==> src/rtl/lc_pkg.sv <==
`timescale 1ns/1ps
package lc_pkg;
  // symbol kinds carried down the lookahead pipeline
  typedef enum logic [2:0] {
    K_RAIL = 3'd0,  // pre-encoded rail pair, also the reset filler
    K_DATA = 3'd1,  // plain NRZ bit
    K_V    = 3'd2,  // bipolar violation
    K_B    = 3'd3,  // alternating substitution pulse
    K_HB   = 3'd4   // four-zero code lead: pulse or space by parity
  } kind_e;

  typedef struct packed {
    kind_e kind;
    logic  a;   // NRZ bit or positive rail
    logic  b;   // negative rail
  } sym_t;

  localparam logic [1:0] CODE_AMI  = 2'b00;
  localparam logic [1:0] CODE_HDB  = 2'b01;
  localparam logic [1:0] CODE_B8   = 2'b10;
endpackage

==> src/rtl/lc_edge_pick.sv <==
`timescale 1ns/1ps
module lc_edge_pick (
  input  logic clk,
  input  logic rst,
  input  logic tx_clk,
  input  logic fall_edge,
  output logic stb
);
  logic tx_q;

  always_ff @(posedge clk) begin
    if (rst) tx_q <= 1'b0;
    else     tx_q <= tx_clk;
  end

  assign stb = fall_edge ? (tx_q & ~tx_clk) : (~tx_q & tx_clk);
endmodule

==> src/rtl/lc_sub_pipe.sv <==
`timescale 1ns/1ps
module lc_sub_pipe
  import lc_pkg::*;
#(
  parameter int DEPTH = 8
) (
  input  logic       clk,
  input  logic       rst,
  input  logic       stb,
  input  logic       dual_rail,
  input  logic [1:0] code_sel,
  input  logic       din_p,
  input  logic       din_n,
  output sym_t       tail
);
  localparam int HDB_LEN = 4;
  localparam int B8_LEN  = 8;
  // eight-zero pattern positions counted from the newest entry
  localparam int B8_B0 = 0;
  localparam int B8_V0 = 1;
  localparam int B8_B1 = 3;
  localparam int B8_V1 = 4;

  sym_t st  [DEPTH];
  sym_t nst [DEPTH];
  sym_t nxt;
  logic [DEPTH-1:0] z;
  logic hdb_hit, b8_hit;

  // untagged zero flags per stage
  genvar gi;
  generate
    for (gi = 0; gi < DEPTH; gi++) begin : g_zero
      assign z[gi] = (st[gi].kind == K_DATA) && !st[gi].a;
    end
  endgenerate

  always_comb begin
    if (dual_rail) nxt = '{kind: K_RAIL, a: din_p, b: din_n};
    else           nxt = '{kind: K_DATA, a: din_p, b: 1'b0};
  end

  assign hdb_hit = !dual_rail && (code_sel == CODE_HDB) && !din_p && (&z[HDB_LEN-2:0]);
  assign b8_hit  = !dual_rail && (code_sel == CODE_B8)  && !din_p && (&z[B8_LEN-2:0]);

  always_comb begin
    nst[0] = nxt;
    for (int i = 1; i < DEPTH; i++) nst[i] = st[i-1];
    if (hdb_hit) begin
      nst[0].kind         = K_V;
      nst[HDB_LEN-1].kind = K_HB;
    end
    if (b8_hit) begin
      nst[B8_B0].kind = K_B;
      nst[B8_V0].kind = K_V;
      nst[B8_B1].kind = K_B;
      nst[B8_V1].kind = K_V;
    end
  end

  always_ff @(posedge clk) begin
    for (int i = 0; i < DEPTH; i++) begin
      if (rst)      st[i] <= '{kind: K_RAIL, a: 1'b0, b: 1'b0};
      else if (stb) st[i] <= nst[i];
    end
  end

  assign tail = st[DEPTH-1];
endmodule

==> src/rtl/lc_polarizer.sv <==
`timescale 1ns/1ps
module lc_polarizer
  import lc_pkg::*;
(
  input  logic clk,
  input  logic rst,
  input  logic stb,
  input  sym_t sym,
  output logic pos,
  output logic neg,
  output logic last_neg
);
  logic odd;  // parity of pulses since the last violation

  always_ff @(posedge clk) begin
    if (rst) begin
      pos      <= 1'b0;
      neg      <= 1'b0;
      last_neg <= 1'b1;
      odd      <= 1'b0;
    end else if (stb) begin
      pos <= 1'b0;
      neg <= 1'b0;
      case (sym.kind)
        K_RAIL: begin
          pos <= !sym.a && sym.b;
          neg <= sym.a && !sym.b;
        end
        K_V: begin
          pos <= !last_neg;
          neg <= last_neg;
          odd <= 1'b0;
        end
        K_DATA, K_B, K_HB: begin
          if ((sym.kind == K_B) || (sym.kind == K_DATA && sym.a) ||
              (sym.kind == K_HB && !odd)) begin
            pos      <= last_neg;
            neg      <= !last_neg;
            last_neg <= !last_neg;
            odd      <= !odd;
          end
        end
        default: ;
      endcase
    end
  end
endmodule

==> src/rtl/line_coder.sv <==
`timescale 1ns/1ps
module line_coder
  import lc_pkg::*;
#(
  parameter int DEPTH = 8
) (
  input  logic       clk,
  input  logic       rst,
  input  logic       tx_clk,
  input  logic       fall_edge,
  input  logic       dual_rail,
  input  logic [1:0] code_sel,
  input  logic       din_p,
  input  logic       din_n,
  output logic       pulse_pos,
  output logic       pulse_neg
);
  logic bit_stb;
  logic pol_neg;
  sym_t tail;

  lc_edge_pick u_edge (
    .clk(clk), .rst(rst), .tx_clk(tx_clk), .fall_edge(fall_edge), .stb(bit_stb)
  );

  lc_sub_pipe #(.DEPTH(DEPTH)) u_pipe (
    .clk(clk), .rst(rst), .stb(bit_stb), .dual_rail(dual_rail),
    .code_sel(code_sel), .din_p(din_p), .din_n(din_n), .tail(tail)
  );

  lc_polarizer u_pol (
    .clk(clk), .rst(rst), .stb(bit_stb), .sym(tail),
    .pos(pulse_pos), .neg(pulse_neg), .last_neg(pol_neg)
  );
endmodule

==> config.mk <==
export PLATFORM = sky130hd
export DESIGN_NAME = line_coder
export DESIGN_NICKNAME = d
export VERILOG_FILES = /design/src/rtl/lc_pkg.sv /design/src/rtl/lc_edge_pick.sv /design/src/rtl/lc_sub_pipe.sv /design/src/rtl/lc_polarizer.sv /design/src/rtl/line_coder.sv
export SDC_FILE = /design/constraint.sdc
export NUM_CORES = 1
export LEC_CHECK = 0
export ABC_AREA = 1
export BUFFER_PORTS_ARGS = -buffer_cell sky130_fd_sc_hd__buf_2
export CAP_MARGIN = 40
export CELL_PAD_IN_SITES_DETAIL_PLACEMENT = 2
export CELL_PAD_IN_SITES_GLOBAL_PLACEMENT = 2
export CORE_MARGIN = 2
export CORE_UTILIZATION = 34
export CTS_CLUSTER_SIZE = 16
export DETAILED_ROUTE_END_ITERATION = 10
export PLACE_DENSITY_LB_ADDON = 0.1
export SLEW_MARGIN = 20
export SYNTH_ARGS = -nofsm -noshare
export SYNTH_HDL_FRONTEND = slang
export SYNTH_SLANG_ARGS = --single-unit
==> constraint.sdc <==
create_clock -name clk -period 1.8 [get_ports clk]
set_input_delay 0 -clock clk [delete_from_list [all_inputs] [get_ports clk]]
set_output_delay 0 -clock clk [all_outputs]
set_load 0.02 [all_outputs]
==> run_results.csv <==
group,metric,value,unit
status,status,"completed",
clock_network,post-cts-setup-buffers,0,
pwr,finalPower,2210,uW
yosys,ys_top_cells_by_count,"nor2_1, inv_1, edfxtp_1",
sta,finalSetupViolCount,0,
global_route,antenna_found_initial,0,
yosys,yosysMostFrequentCell,"nor2_1",
worst_setup_path,r2r_cells,8,
floorplanning,start_util,34.8,%
clock_network,insertion_delay,300,ps
yosys,synthesis.nets,204,
pwr,power_density,1010,mW/mm^2
routing,vias_per_cell,4.51,
clock_network,cts_sinks,42,
cells_and_area,antenna_cells,0,
hold_path,hold_class,"primary input to register",
yosys,syn_area_per_cell,9.77,um^2
worst_setup_path,startpoint_type,"register",
routing,routed_wl,4090,um
cells_and_area,syn_to_final_growth,14.8,%
clock_network,cts_resized,0,
sta,hold_ws,35.3,ps
clock_network,hold_buffers,2,
floorplanning,io_pins,11,
global_route,grt_pass1_vias,1461,
floorplanning,die_x,78.9,um
routing,firstDrtPassIters,4,
sta,tightest_slew,406,ps
worst_setup_path,worstSetupPathType,"register to register",
yosys,synthTopCellsByArea,"edfxtp_1, nor2_1, inv_1",
yosys,yosysTopAreaCellShare,58.3,%
global_route,grt_max_degree,38,
clock_network,cts_htree_levels,2,
worst_setup_path,end_kind,"register",
yosys,yosysSeqAreaShare,63.6,%
yosys,synth_area,0.00191,mm^2
clock_network,cts_root_buf,"clkbuf_8",
yosys,syn-instance-count,195,
clock_network,cts_tree,"built",
routing,wl_per_cell,14.4,um
yosys,ys_seq_elements,42,
sta,worst_slack,346,ps
floorplanning,die_area,0.00622,mm^2
floorplanning,core,0.00547,mm^2
global_route,grt_pass1_wl,7030,um
placement,place_ws,405,ps
sta,finalHoldViolCount,0,
sta,fin_crit,1450,ps
global_route,grt_overflow,0,
cells_and_area,nNetsFinal,221,
sta,skew,7.65,ps
placement,gp_congestion,0.733,
routing,ant_nets,0,
placement,port_buffers,10,
routing,drtIter0Drc,87,
sta,timing.fmax,688,MHz
yosys,async_reset_ff_share,0,%
routing,vias,1285,
cells_and_area,fill_cells,622,
sta,slew_violations,0,
cells_and_area,final_cells,285,
clock_network,numCtsBuffers,5,
sta,rsz0062_at_grt,"false",
sta,timing.final.crit_share,80.8,%
worst_setup_path,arrival,1510,ps
yosys,synth_warnings,0,
placement,hpwlAfterDp,2750,um
floorplanning,num_rows,27,
cells_and_area,drive_above_1_share,16.9,%
worst_setup_path,cp_max_fo,5,
job,cap_violations,0,
clock_network,clk_pin_slew_worst_paths,80,ps
placement,place_inst,275,
hold_path,whs_path_depth,3,
pwr,leakage,0.000930,uW
routing,drcViolationCount,0,
yosys,synth_flop_cell,"edfxtp_1",
worst_setup_path,required,1850,ps
sta,slew-limit-headroom,72.9,%
yosys,synth_top_area_cell,"edfxtp_1",
clock_network,clockBufferDepth,2,
sta,tns,0,ps
floorplanning,die_y,78.9,um
yosys,yosysUniqueCellTypes,18,
yosys,synth_edf_count,37,
global_route,grt_usage,15.0,%
pwr,vdd_ir_drop_max,446,uV
==> metrics by stage <==
stage | instance area, um^2 | util, %
floorplan | 1910 | -
global placement | 2030 | 37.2
CTS | 2190 | 40.0
finish | 2190 | 40.0
detailed placement | 2030 | 37.2
global route | 2190 | 40.0
==> area by class of cell <==
type                            instances  area (um^2)  area share [%]
Clock buffer                            5         68.8            3.15
Clock inverter                          3         63.8            2.92
Inverter                               44          165            7.55
Multi-Input combinational cell        106          498            22.8
Sequential cell                        42         1210            55.4
Tap cell                               72         90.1            4.12
Timing Repair Buffer                   13         90.1            4.12
==> state kept, by name, summed over array words and instances, names as in the netlist <==
register,count
u_pipe.st,37
u_pol.neg,1
u_edge.tx_q,1
u_pol.odd,1
u_pol.pos,1
u_pol.last_neg,1
==> worst paths after layout <==
| check | slack, ps | startpoint | endpoint |
|---|---|---|---|
| max | 350 | u_pipe.st[1][3] | u_pipe.st[1][2] |
| min | 40 | din_n | u_pipe.st[0][0] |
| max reg2reg | 350 | u_pipe.st[1][3] | u_pipe.st[1][2] |
| min reg2reg | 520 | u_pol.neg | u_pol.neg |
==> metal layers <==
layer / GRT usage [%] / wire length [um] / up-vias
li1: - / - / 640
met1: 16.0 / 1590 / 628
met2: 28.7 / 2350 / 11
met3: 2.73 / 82 / 6
met4: 6.21 / 70 / 0
met5: 0 / 0 / -
==> worst max-delay path, stage by stage, from the launching register on <==
cell	delay, ps
edfxtp_1	370
inv_1	90
nand2_1	80
nor2_1	120
nand2_1	70
nor2_2	130
nand3_2	140
nand2_1	140
nor2_1	60
==> kinds of logic (layout without fill, tap and decap cells) <==
kind of cell | after synthesis | after routing | share of synthesized area, %
and+or+nand+nor | 98 | 98 | 23.1
buffers and inverters | 47 | 65 | 10.4
DFF | 42 | 42 | 63.6
AOI/OAI and AO/OA | 8 | 8 | 2.89
==> placed cells by master (no fill, tap or decap) <==
cell / n
a21oi_1: 6
a21oi_2: 1
buf_12: 1
buf_2: 10
bufinv_16: 2
clkbuf_8: 5
clkinv_1: 1
dfxtp_1: 5
dlygate4sd3_1: 2
edfxtp_1: 37
inv_1: 42
inv_2: 2
nand2_1: 25
nand2_2: 4
nand2_4: 2
nand3_1: 10
nand3_2: 1
nand4_1: 3
nor2_1: 44
nor2_2: 6
nor3_1: 2
nor3_2: 1
o21ai_4: 1
==> where the power goes <==
part / internal, uW / switching (uW)
clock network: 549 / 334
logic: 53.1 / 122
registers: 1120 / 27.9
total: 1730 / 485
(Power assumes the default switching activity.)
